File: src/rtl/adc_serial_ctrl.sv
module adc_serial_ctrl #(
  parameter int WORD_W = 32,
  parameter int CNT_W  = 16,
  parameter int PFX_W  = 3,
  parameter int FLD_W  = 5
) (
  input  logic              clk,
  input  logic              rst_n,
  input  logic              cs_n,
  input  logic              sck,
  input  logic              sdi,
  input  logic [CNT_W-1:0]  conv_len,
  input  logic [WORD_W-1:0] result_in,
  output logic              busy,
  output logic              sdo,
  output logic              sdo_oe,
  output logic [FLD_W-1:0]  cfg_chan,
  output logic [FLD_W-1:0]  cfg_speed,
  output logic              cfg_bad
);
  localparam int BODY_W = 2 * FLD_W;
  localparam int CMD_W  = PFX_W + BODY_W;
  localparam int BIT_W  = $clog2(WORD_W);
  localparam int IN_W   = $clog2(CMD_W + 1);
  localparam logic [CNT_W:0]   CONV_ONE  = (CNT_W + 1)'(1);
  localparam logic [FLD_W-1:0] SPEED_RST = FLD_W'(4);
  localparam logic [PFX_W-1:0] PFX_UPD   = PFX_W'(5);
  localparam logic [PFX_W-1:0] PFX_KEEP  = PFX_W'(4);
  localparam logic [PFX_W-1:0] PFX_NOP   = '0;
  localparam logic [1:0] ST_CONV = 2'd0, ST_SLEEP = 2'd1, ST_OUT = 2'd2;

  logic [1:0]        state;
  logic              sck_q, cs_q;
  logic [CNT_W-1:0]  conv_cnt;
  logic [BIT_W-1:0]  fall_cnt;
  logic [WORD_W-1:0] word_q;
  logic [IN_W-1:0]   in_cnt;
  logic [PFX_W-1:0]  pfx_q;
  logic [BODY_W-1:0] body_q;

  wire sck_rise  = sck & ~sck_q;
  wire sck_fall  = ~sck & sck_q;
  wire cs_rise   = cs_n & ~cs_q;
  wire in_out    = (state == ST_OUT);
  wire conv_last = ({1'b0, conv_cnt} + CONV_ONE) >= {1'b0, conv_len};
  wire wake      = (state == ST_SLEEP) & sck_rise & ~cs_n;
  wire frame_end = in_out & ~cs_n & sck_fall & (fall_cnt == BIT_W'(WORD_W - 1));
  wire start     = in_out & (cs_rise | frame_end);
  wire take_bit  = wake | (in_out & ~cs_n & sck_rise & (in_cnt < IN_W'(CMD_W)));
  wire to_pfx    = wake | (in_cnt < IN_W'(PFX_W));

  wire got_pfx   = in_cnt >= IN_W'(PFX_W);
  wire got_all   = in_cnt == IN_W'(CMD_W);
  wire pfx_known = (pfx_q == PFX_UPD) | (pfx_q == PFX_KEEP) | (pfx_q == PFX_NOP);
  wire [FLD_W-1:0] new_chan  = body_q[BODY_W-1 -: FLD_W];
  wire [FLD_W-1:0] new_speed = body_q[FLD_W-1:0];

  assign busy   = (state == ST_CONV);
  assign sdo_oe = ~cs_n;
  assign sdo    = sdo_oe & (busy | (in_out & word_q[WORD_W-1]));

  always_ff @(posedge clk or negedge rst_n) begin
    if (!rst_n) begin
      state     <= ST_CONV;
      sck_q     <= 1'b0;
      cs_q      <= 1'b1;
      conv_cnt  <= '0;
      fall_cnt  <= '0;
      word_q    <= '0;
      in_cnt    <= '0;
      pfx_q     <= '0;
      body_q    <= '0;
      cfg_chan  <= '0;
      cfg_speed <= SPEED_RST;
      cfg_bad   <= 1'b0;
    end else begin
      sck_q <= sck;
      cs_q  <= cs_n;

      case (state)
        ST_CONV: begin
          if (conv_last) begin
            state  <= ST_SLEEP;
            word_q <= result_in;
          end else begin
            conv_cnt <= conv_cnt + CNT_W'(1);
          end
        end
        ST_SLEEP: begin
          if (wake) begin
            state    <= ST_OUT;
            fall_cnt <= '0;
          end
        end
        default: begin
          if (start) begin
            state    <= ST_CONV;
            conv_cnt <= '0;
          end else if (~cs_n & sck_fall) begin
            fall_cnt <= fall_cnt + BIT_W'(1);
            word_q   <= {word_q[WORD_W-2:0], 1'b0};
          end
        end
      endcase

      if (take_bit) begin
        in_cnt <= wake ? IN_W'(1) : in_cnt + IN_W'(1);
        if (to_pfx) pfx_q  <= {pfx_q[PFX_W-2:0], sdi};
        else        body_q <= {body_q[BODY_W-2:0], sdi};
      end

      if (start) begin
        if (got_all && pfx_q == PFX_UPD) begin
          cfg_chan <= new_chan;
          if (new_speed != '0) cfg_speed <= new_speed;
        end
        if (got_pfx && !pfx_known) cfg_bad <= 1'b1;
      end
    end
  end
endmodule

File: config.mk
export PLATFORM = sky130hd
export DESIGN_NAME = adc_serial_ctrl
export DESIGN_NICKNAME = d
export VERILOG_FILES = /design/src/rtl/adc_serial_ctrl.sv
export SDC_FILE = /design/constraint.sdc
export NUM_CORES = 1
export LEC_CHECK = 0
export BUFFER_PORTS_ARGS = -buffer_cell sky130_fd_sc_hd__buf_4
export CORE_MARGIN = 3
export CORE_UTILIZATION = 50
export DETAILED_ROUTE_END_ITERATION = 12
export HOLD_SLACK_MARGIN = 0.06
export PLACE_DENSITY = 0.82
export RECOVER_POWER = 50
export SLEW_MARGIN = 30
export SYNTH_ARGS = -nofsm -noshare
export SYNTH_HDL_FRONTEND = slang
export SYNTH_SLANG_ARGS = --single-unit
export TNS_END_PERCENT = 1
File: constraint.sdc
create_clock -name clk -period 7.6 [get_ports clk]
set_clock_uncertainty 0.15 [all_clocks]
set_input_delay 0.38 -clock clk [delete_from_list [all_inputs] [get_ports clk]]
set_output_delay 0.38 -clock clk [all_outputs]
set_load 0.005 [all_outputs]
# Word-level counts from Yosys, hierarchy flattened
# Index checks and enable logic that the tools add are counted.
# W data, S select, Z words.
[word_totals]
reg_bits = 85
output_inout_bits = 14
in_bits = 53
[op_classes]
n_bitwise = 27
eq_ne = 11
n_reduce_logical = 19
mux = 16
order_cmp = 4
addsub = 4
[ops]
columns = ["operator", "count"]
rows = [
  ["$mux W32", 3],
  ["$pmux W32 S2", 1],
  ["$mux W16", 2],
  ["$pmux W16 S2", 1],
  ["$add A16 B1 Y17 const B", 1],
  ["$ge A17 B16 Y1", 1],
  ["$add A16 B1 Y16 const B", 1],
  ["$mux W5", 3],
  ["$and A1 B1 Y1", 14],
  ["$pmux W5 S2", 1],
  ["$reduce_and A3 Y1", 3],
  ["$reduce_and A2 Y1", 4],
  ["$reduce_and A4 Y1", 2],
  ["$not A1 Y1", 7],
  ["$eq A3 B3 Y1 const B", 2],
  ["$mux W2", 3],
  ["$ne A2 B2 Y1 const B", 3],
  ["$or A1 B1 Y1", 6],
  ["$reduce_bool A2 Y1", 3],
  ["$add A5 B1 Y5 const B", 1],
  ["$eq A5 B5 Y1 const B", 1],
  ["$reduce_bool A5 Y1", 1],
  ["$add A4 B1 Y4 const B", 1],
  ["$eq A4 B4 Y1 const B", 1],
  ["other kinds (13)", 15],
]

# Longest topological paths before layout
# Gate-level depths: netlist of the first run.
[logic_depth]
ltp_word = 8
ltp_mapped = 15
mapped_depth_nobuf = 13

# Worst setup path after synthesis of the first run
# OpenSTA, ideal clock, no wires.
[synth_path]
kind = "reg-to-reg"
from = "register conv_cnt[0]"
to = "register word_q[10]"
arrival_time_ns = 3.572
setup_time_ns = 0.125
path_stages_with_launch = 16
setup_slack_ns = 3.753
cell_sequence = "dfrtp_1 > ha_1 > nand3_1 > nor4_1 > nand3_1 > or2_2 > nand2_1 > ha_1 > and4_1 > nor2b_1 > o31ai_2 > o2111ai_4 > and3_1 > buf_6 > buf_6 > mux2_4"
[synth_between]
elab_chain_cells = 4
[synth_rtl]
columns = ["element", "line", "source"]
rows = [
  ["start, declared", "34", "logic [CNT_W-1:0] conv_cnt;"],
  ["start signal, assigned", "86", "conv_cnt <= conv_cnt + CNT_W'(1);"],
  ["$add A16 B1 Y17", "45", "wire conv_last = ({1'b0, conv_cnt} + CONV_ONE) >= {1'b0, conv_len};"],
  ["$ge A17 B16 Y1", "45", ""],
  ["$ne A2 B1 Y1 (no source line)", "n/a", ""],
  ["$reduce_and A4 Y1 (no source line)", "n/a", ""],
  ["end signal, assigned", "84", "word_q <= result_in;"],
  ["end signal, assigned", "101", "word_q <= {word_q[WORD_W-2:0], 1'b0};"],
  ["end, declared", "36", "logic [WORD_W-1:0] word_q;"],
]
# Every way passes these cells.
# A chain may end at the register's enable or synchronous reset.

==> flow_metrics.tcl, run 1 <==
set metrics [dict create \
    cts_buffers 9 \
    path_class "input port to async pin" \
    synth_compound_gate_area_share_pct 9.72 \
    synthMuxAreaShare_pct 14.8 \
    coreArea_sq_um 9280 \
    drt_iter0_markers 195 \
    arrival_ps 4040 \
    crit_family "buffers and inverters" \
    fmax_mhz 210 \
    root_buffer "clkbuf_8" \
    via_per_inst 5.21 \
    place_ws_ps 2680 \
    synthSimpleGateAreaFrac_pct 17.9 \
    multiInputGateArea_sq_um 2450 \
    dieArea_sq_um 10800 \
    setup_viol 0 \
    cts_sinks 85 \
    yosys_most_used_dff "dfrtp_1" \
    finalHoldViolCount 0 \
    ys_ff_latch 85 \
    dr.pass1.iters 5 \
    die_w_microns 104 \
    gp_congestion 0.820 \
    maxSlewViolCount 86 \
    endpoint_kind "async pin" \
    period_needed_ps 4770 \
    synth_top_family_by_area "simple AND/OR/NAND/NOR gates" \
    yosys_warnings 0 \
    reg2reg_from "conv_cnt[0]" \
    synthAdderAreaFrac_pct 5.74 \
    cp.required_ps 6870 \
    wl_mm 9.46 \
    top_usage_layer "met2" \
    ioPinCount 67 \
    drv_cap 1 \
    worstMarginPinSlew_ps 4410 \
    cts_tree "done" \
    synthDistinctLibCells 49 \
    nFillCells 812 \
    cts_setup_buffers 0 \
    drive_gt1_share_pct 26.2 \
    period_share_pct 62.8 \
    vias 3556 \
    grt_util_all_layers_pct 18.2 \
    met2_usage_pct 29.9 \
    seq_area_sq_um 2130 \
    violations "capacitance limit, slew limit" \
    status "complete, but fails checks" \
    netlist_instances 485 \
    dieHeight_microns 104 \
    finalSetupTns_ps 0 \
    drc_errors 0 \
    cts_hold_buf 3 \
    reg2reg_depth 12 \
    rows 35 \
    wl_per_cell_microns 13.9 \
    grt_start_max_net_pins 86 \
    ff2ff_setup_slack_ps 2960 \
    clk_latency_ps 360 \
    hp-class "input port to register" \
    peakVddDrop_v 0.000157 \
    mappedNetlistArea_sq_um 4800 \
    crit_chain "dlygate4sd3_1 > clkbuf_1" \
    area_growth_pct 16.6 \
    slew_headroom_pct -194 \
    overflow 0 \
    yosysSeqAreaShare_pct 44.4 \
    antennaDiodeCount 0 \
    cts_max_path_buffers 2 \
    groute.layer.met1.usage_pct 23.5 \
    ys_async_sr_fraction_pct 100 \
    path_max_fanout 85 \
    met3_usage_pct 4.35 \
    syn_avg_cell_area_sq_um 9.90 \
    start_util_pct 51.7 \
    fin_nets 624 \
    slowest_stage "clkbuf_1" \
    htree_levels 3 \
    p_per_area_nw_per_um2 317 \
    critPathCapture "conv_cnt[13]" \
    synth_nets 560 \
    ant_nets 0 \
    hpwl_mm 6.80 \
    synth_edf_count 0 \
    start_kind "input port" \
    r2r-end "word_q[2]" \
    antenna_found_initial 0 \
    final.setup.worst_slack_ps 2830 \
    clk_pin_slew_worst_paths_ps 90 \
    path_buf_inv 2 \
    grt_pass1_wl_mm 16.3 \
    startpoint "rst_n" \
    cpPeakStageDelay_ps 3060 \
    power_leakage_nw 2.84 \
    port_buffers 66 \
    critical_path_cell_count 2 \
    grt_pass1_vias 3526 \
    rsz0062_at_grt "false" \
    synth_xor_area_share_pct 2.74 \
    cts.repair.resized 0 \
]
final cells by class:
cell class / instances / share of cell area, %
Timing Repair Buffer: 71 / 9.45
Sequential cell: 85 / 38.0
Tap cell: 129 / 2.88
Multi-Input combinational cell: 350 / 43.7
Clock inverter: 4 / 0.983
Clock buffer: 12 / 2.77
Inverter: 32 / 2.15
per-stage QoR:
| step | utilization (%) | std cells | cell area, sq um | power [mW] | hold WS, ps |
|---|---|---|---|---|---|
| floorplan | - | 485 | 4800 | 1.30 | -65.6 |
| global placement | 57.8 | 664 | 5370 | 1.41 | 312 |
| detailed placement | 57.8 | 664 | 5370 | 1.45 | 317 |
| CTS | 60.4 | 683 | 5610 | 1.79 | 103 |
| global route | 60.3 | 683 | 5600 | 1.91 | 104 |
| finish | 60.3 | 683 | 5600 | 1.77 | 109 |
layer usage:
layer | vias to the layer above | wire, microns
met5 | - | 0
met3 | 16 | 339
met2 | 75 | 4700
met4 | 0 | 197
li1 | 1772 | -
met1 | 1693 | 4230
cell usage in the layout, fill, tap and decap left out, drive strengths merged, types with 3 or more instances in the layout:
cell         count
nand2          114
o21ai           23
nor3             3
or3              5
dlygate4sd3      3
nor2b            6
xnor2            7
dfrtp           83
ha              22
buf             60
a21oi           16
o22a             5
nor2            19
inv             33
clkbuf          20
mux2            52
or2              4
and4             3
a211oi           3
a21o             5
nand3           19
nand4            8
xor2             8
and3             3
o22ai            3
synthesized netlist by cell type, drive strengths merged (3+ instances only):
| library cell | number | area share [%] |
|---|---|---|
| and4 | 3 | 0.55 |
| o22a | 5 | 0.91 |
| o22ai | 3 | 0.39 |
| dfrtp | 83 | 43 |
| nand3 | 19 | 2.0 |
| nand2 | 114 | 8.9 |
| a21oi | 16 | 1.9 |
| a21o | 5 | 0.78 |
| and3 | 3 | 0.39 |
| clkbuf | 11 | 0.86 |
| inv | 32 | 2.5 |
| ha | 22 | 5.7 |
| xor2 | 8 | 1.5 |
| or2 | 4 | 0.52 |
| buf | 7 | 1.4 |
| nor2 | 19 | 1.5 |
| nor2b | 6 | 0.78 |
| xnor2 | 7 | 1.3 |
| nor3 | 3 | 0.31 |
| or3 | 5 | 0.65 |
| nand4 | 8 | 1.0 |
| o21ai | 23 | 2.4 |
| mux2 | 52 | 14 |
| a211oi | 3 | 0.47 |
flip-flops by register name, indices dropped and copies added, names as in the netlist:
signal	flops
word_q	32
conv_cnt	16
body_q	10
cfg_chan	5
cfg_speed	5
fall_cnt	5
in_cnt	4
pfx_q	3
state	2
cfg_bad	1
cs_q	1
sck_q	1
cells by family (layout without fill, tap and decap cells):
| group | count (synthesis) | count (layout) |
|---|---|---|
| AOI/OAI and AO/OA | 67 | 67 |
| buffers and inverters | 50 | 119 |
| DFF | 85 | 85 |
| and+or+nand+nor | 192 | 192 |
| xor gates and xnor gates | 15 | 15 |
| adders and majority gates | 22 | 22 |
| muxes | 54 | 54 |
how the worst min path moves through the flow:
stage                       from  cells past startpoint  slack (ps)            to
CTS                          sdi                      2         100      pfx_q[0]
global route                 sdi                      2         100     body_q[0]
finish                       sdi                      2         110      pfx_q[0]
global placement    cfg_speed[2]                      2         310  cfg_speed[2]
detailed placement  cfg_speed[2]                      2         320  cfg_speed[2]
floorplan                  rst_n                      0         -70     body_q[0]
power by group:
group	switching, mW	internal (mW)
Sequential	0.0999	0.589
Combinational	0.364	0.379
Clock	0.168	0.172
Power figures use the tool's default switching activity.
==> inputs of run 2 (changes only) <==
--- a/config.mk
+++ b/config.mk
@@ -10,7 +10,7 @@
 export CORE_UTILIZATION = 50
 export DETAILED_ROUTE_END_ITERATION = 12
 export HOLD_SLACK_MARGIN = 0.06
-export PLACE_DENSITY = 0.82
+export PLACE_DENSITY = 0.85
 export RECOVER_POWER = 50
 export SLEW_MARGIN = 30
 export SYNTH_ARGS = -nofsm -noshare
==> constraint.sdc (replaced) <==
create_clock -name clk -period 3.95 [get_ports clk]
set_clock_uncertainty 0.15 [all_clocks]
set_input_delay 0.1975 -clock clk [delete_from_list [all_inputs] [get_ports clk]]
set_output_delay 0.1975 -clock clk [all_outputs]
set_load 0.005 [all_outputs]
==> run 2 against run 1 <==
Compared with the run above:
- the flow still finishes with violations (capacitance limit, slew limit)
- utilization rose by 4.3 points
- sequential share of layout area fell by 2.5 points
- clock power rose by 110%
- die area did not move
- cell count rose by 5.3%
- first-iteration DRC count rose by 41%
- critical path type is now register to register
- largest cell class unchanged
- largest power group unchanged
==> flow_metrics.tcl, run 2 (same netlist as run 1, synthesis figures left out) <==
set metrics [dict create \
    setup_viol 0 \
    slowest_stage "dfrtp_1" \
    endpoint_kind "register" \
    fin_nets 660 \
    largest_reg_flops 32 \
    grt_util_all_layers_pct 19.6 \
    final_common_cell "nand2_1" \
    status "complete, but fails checks" \
    cts_sinks 85 \
    cp.required_ps 4030 \
    coreArea_sq_um 9280 \
    cpPeakStageDelay_ps 420 \
    hpwl_mm 7.06 \
    grt_pass1_vias 3868 \
    peakVddDrop_v 0.000336 \
    crit_family "simple AND/OR/NAND/NOR gates" \
    drc_errors 0 \
    area_growth_pct 24.9 \
    worstMarginPinSlew_ps 2070 \
    grt_pass1_wl_mm 17.8 \
    min_from "result_in[1]" \
    path_class "register to register" \
    slew_headroom_pct -37.9 \
    cts_max_path_buffers 2 \
    wl_mm 10.4 \
    drt_iter0_markers 274 \
    path_max_fanout 32 \
    period_share_pct 94.0 \
    arrival_ps 3790 \
    maxSlewViolCount 86 \
    wl_per_cell_microns 14.4 \
    vias 3796 \
    reg2reg_from "conv_cnt[0]" \
    antennaDiodeCount 0 \
    place_inst 668 \
    hp-class "input port to register" \
    r2r-end "word_q[6]" \
    reg2reg_depth 14 \
    die_w_microns 104 \
    dr.pass1.iters 4 \
    overflow 0 \
    ant_nets 0 \
    clk_latency_ps 340 \
    clk_pin_slew_worst_paths_ps 80 \
    hold_depth 4 \
    fmax_mhz 269 \
    dieHeight_microns 104 \
    min_to "word_q[1]" \
    hold_ws_ps 90.6 \
    antenna_found_initial 0 \
    place_area_sq_um 5410 \
    root_buffer "clkbuf_8" \
    ioPinCount 67 \
    rsz0062_at_grt "false" \
    power_leakage_nw 3.01 \
    grt_start_max_net_pins 86 \
    final_cells 719 \
    path_buf_inv 1 \
    violations "capacitance limit, slew limit" \
    via_per_inst 5.28 \
    largestRegisters "word_q (32), conv_cnt (16), body_q (10)" \
    p_per_area_nw_per_um2 596 \
    cts_buffers 9 \
    finalSetupTns_ps 0 \
    place_ws_ps 184 \
    drive_gt1_share_pct 25.8 \
    start_util_pct 51.7 \
    start_kind "register" \
    final.setup.worst_slack_ps 238 \
    ff2ff_setup_slack_ps 240 \
    critPathMostFrequentCell "nand3_1" \
    finalInstanceArea_sq_um 6000 \
    period_needed_ps 3710 \
    drv_cap 1 \
    regMostFlops "word_q" \
    crit_chain "ha_2 > nand3_1 > nor4_2 > nand3_1 > or2_2 > nand2_1 > ha_1 > and4_1 > nor2b_1 > o31ai_2 > o2111ai_4 > and3_2 > buf_12 > mux2_4" \
    rows 35 \
    final_cell_mix "nand2_1, dfrtp_1, buf_4, dlygate4sd3_1, inv_1" \
    cts_tree "done" \
    port_buffers 66 \
    htree_levels 3 \
    finalHoldViolCount 0 \
    dieArea_sq_um 10800 \
    gp_congestion 0.843 \
]
-- run 2: cell count changes in the layout (fill, tap and decap cells not counted), sizes merged --
cell         before  now
bufinv            1    3
clkbuf           20   22
clkinv            1    2
dlygate4sd3       3   35
inv              33   32
-- run 2: layout make-up --
cell class	instances	area, sq um
Fill cell	748	3290
Multi-Input combinational cell	350	2450
Sequential cell	85	2130
Timing Repair Buffer	107	893
Tap cell	129	161
Clock buffer	10	128
Inverter	32	120
Clock inverter	6	111
-- run 2: worst register-to-register path, delay by kind of cell, from the launching register on --
family / cells / cell delay [ps]
AND/OR/NAND/NOR: 8 / 1600
multiplexers: 1 / 340
AO/OA/AOI/OAI: 2 / 410
buffers and inverters: 1 / 190
adder cells (fa/ha/maj): 2 / 480
flip-flops: 1 / 420
-- run 2: metrics by stage --
step,util (%),power (mW)
finish,64.6,3.57
global route,64.6,3.82
CTS,64.6,3.57
detailed placement,58.3,2.81
global placement,58.2,2.72
floorplan,-,2.50
-- run 2: what timing repair did --
item	CTS	global route
hold endpoints to repair	118	0
endpoints found under the setup margin	0	40
gates resized for setup	0	2
hold buffers	35	0
setup buffers	0	0
-- run 2: metal layers --
layer | up-vias | global-route usage (%) | part of all wire, %
met5 | - | 0 | 0
met4 | 0 | 6.36 | 1.4
met3 | 19 | 3.54 | 3.7
met2 | 100 | 33.7 | 51
met1 | 1834 | 25.2 | 43
li1 | 1843 | - | -
-- run 2: how the worst max path moves through the flow --
| stage | from | to | slack [ps] | cells after the start |
|---|---|---|---|---|
| 3_3_place_gp | conv_cnt[0] | word_q[17] | 310 | 14 |
| 5_1_grt | conv_cnt[0] | word_q[30] | 30 | 14 |
| 3_5_place_dp | conv_cnt[0] | word_q[19] | 180 | 14 |
| 4_1_cts | conv_cnt[0] | word_q[6] | 180 | 14 |
| 2_1_floorplan | conv_cnt[0] | word_q[10] | 100 | 15 |
| 6_report | conv_cnt[0] | word_q[6] | 240 | 14 |
-- run 2: power breakdown --
group          internal [mW]  leakage (nW)  switching, mW  total [mW]
Clock                  0.420         0.116          0.299       0.719
Sequential              1.13          1.10          0.201        1.34
Combinational          0.778          1.79          0.740        1.52
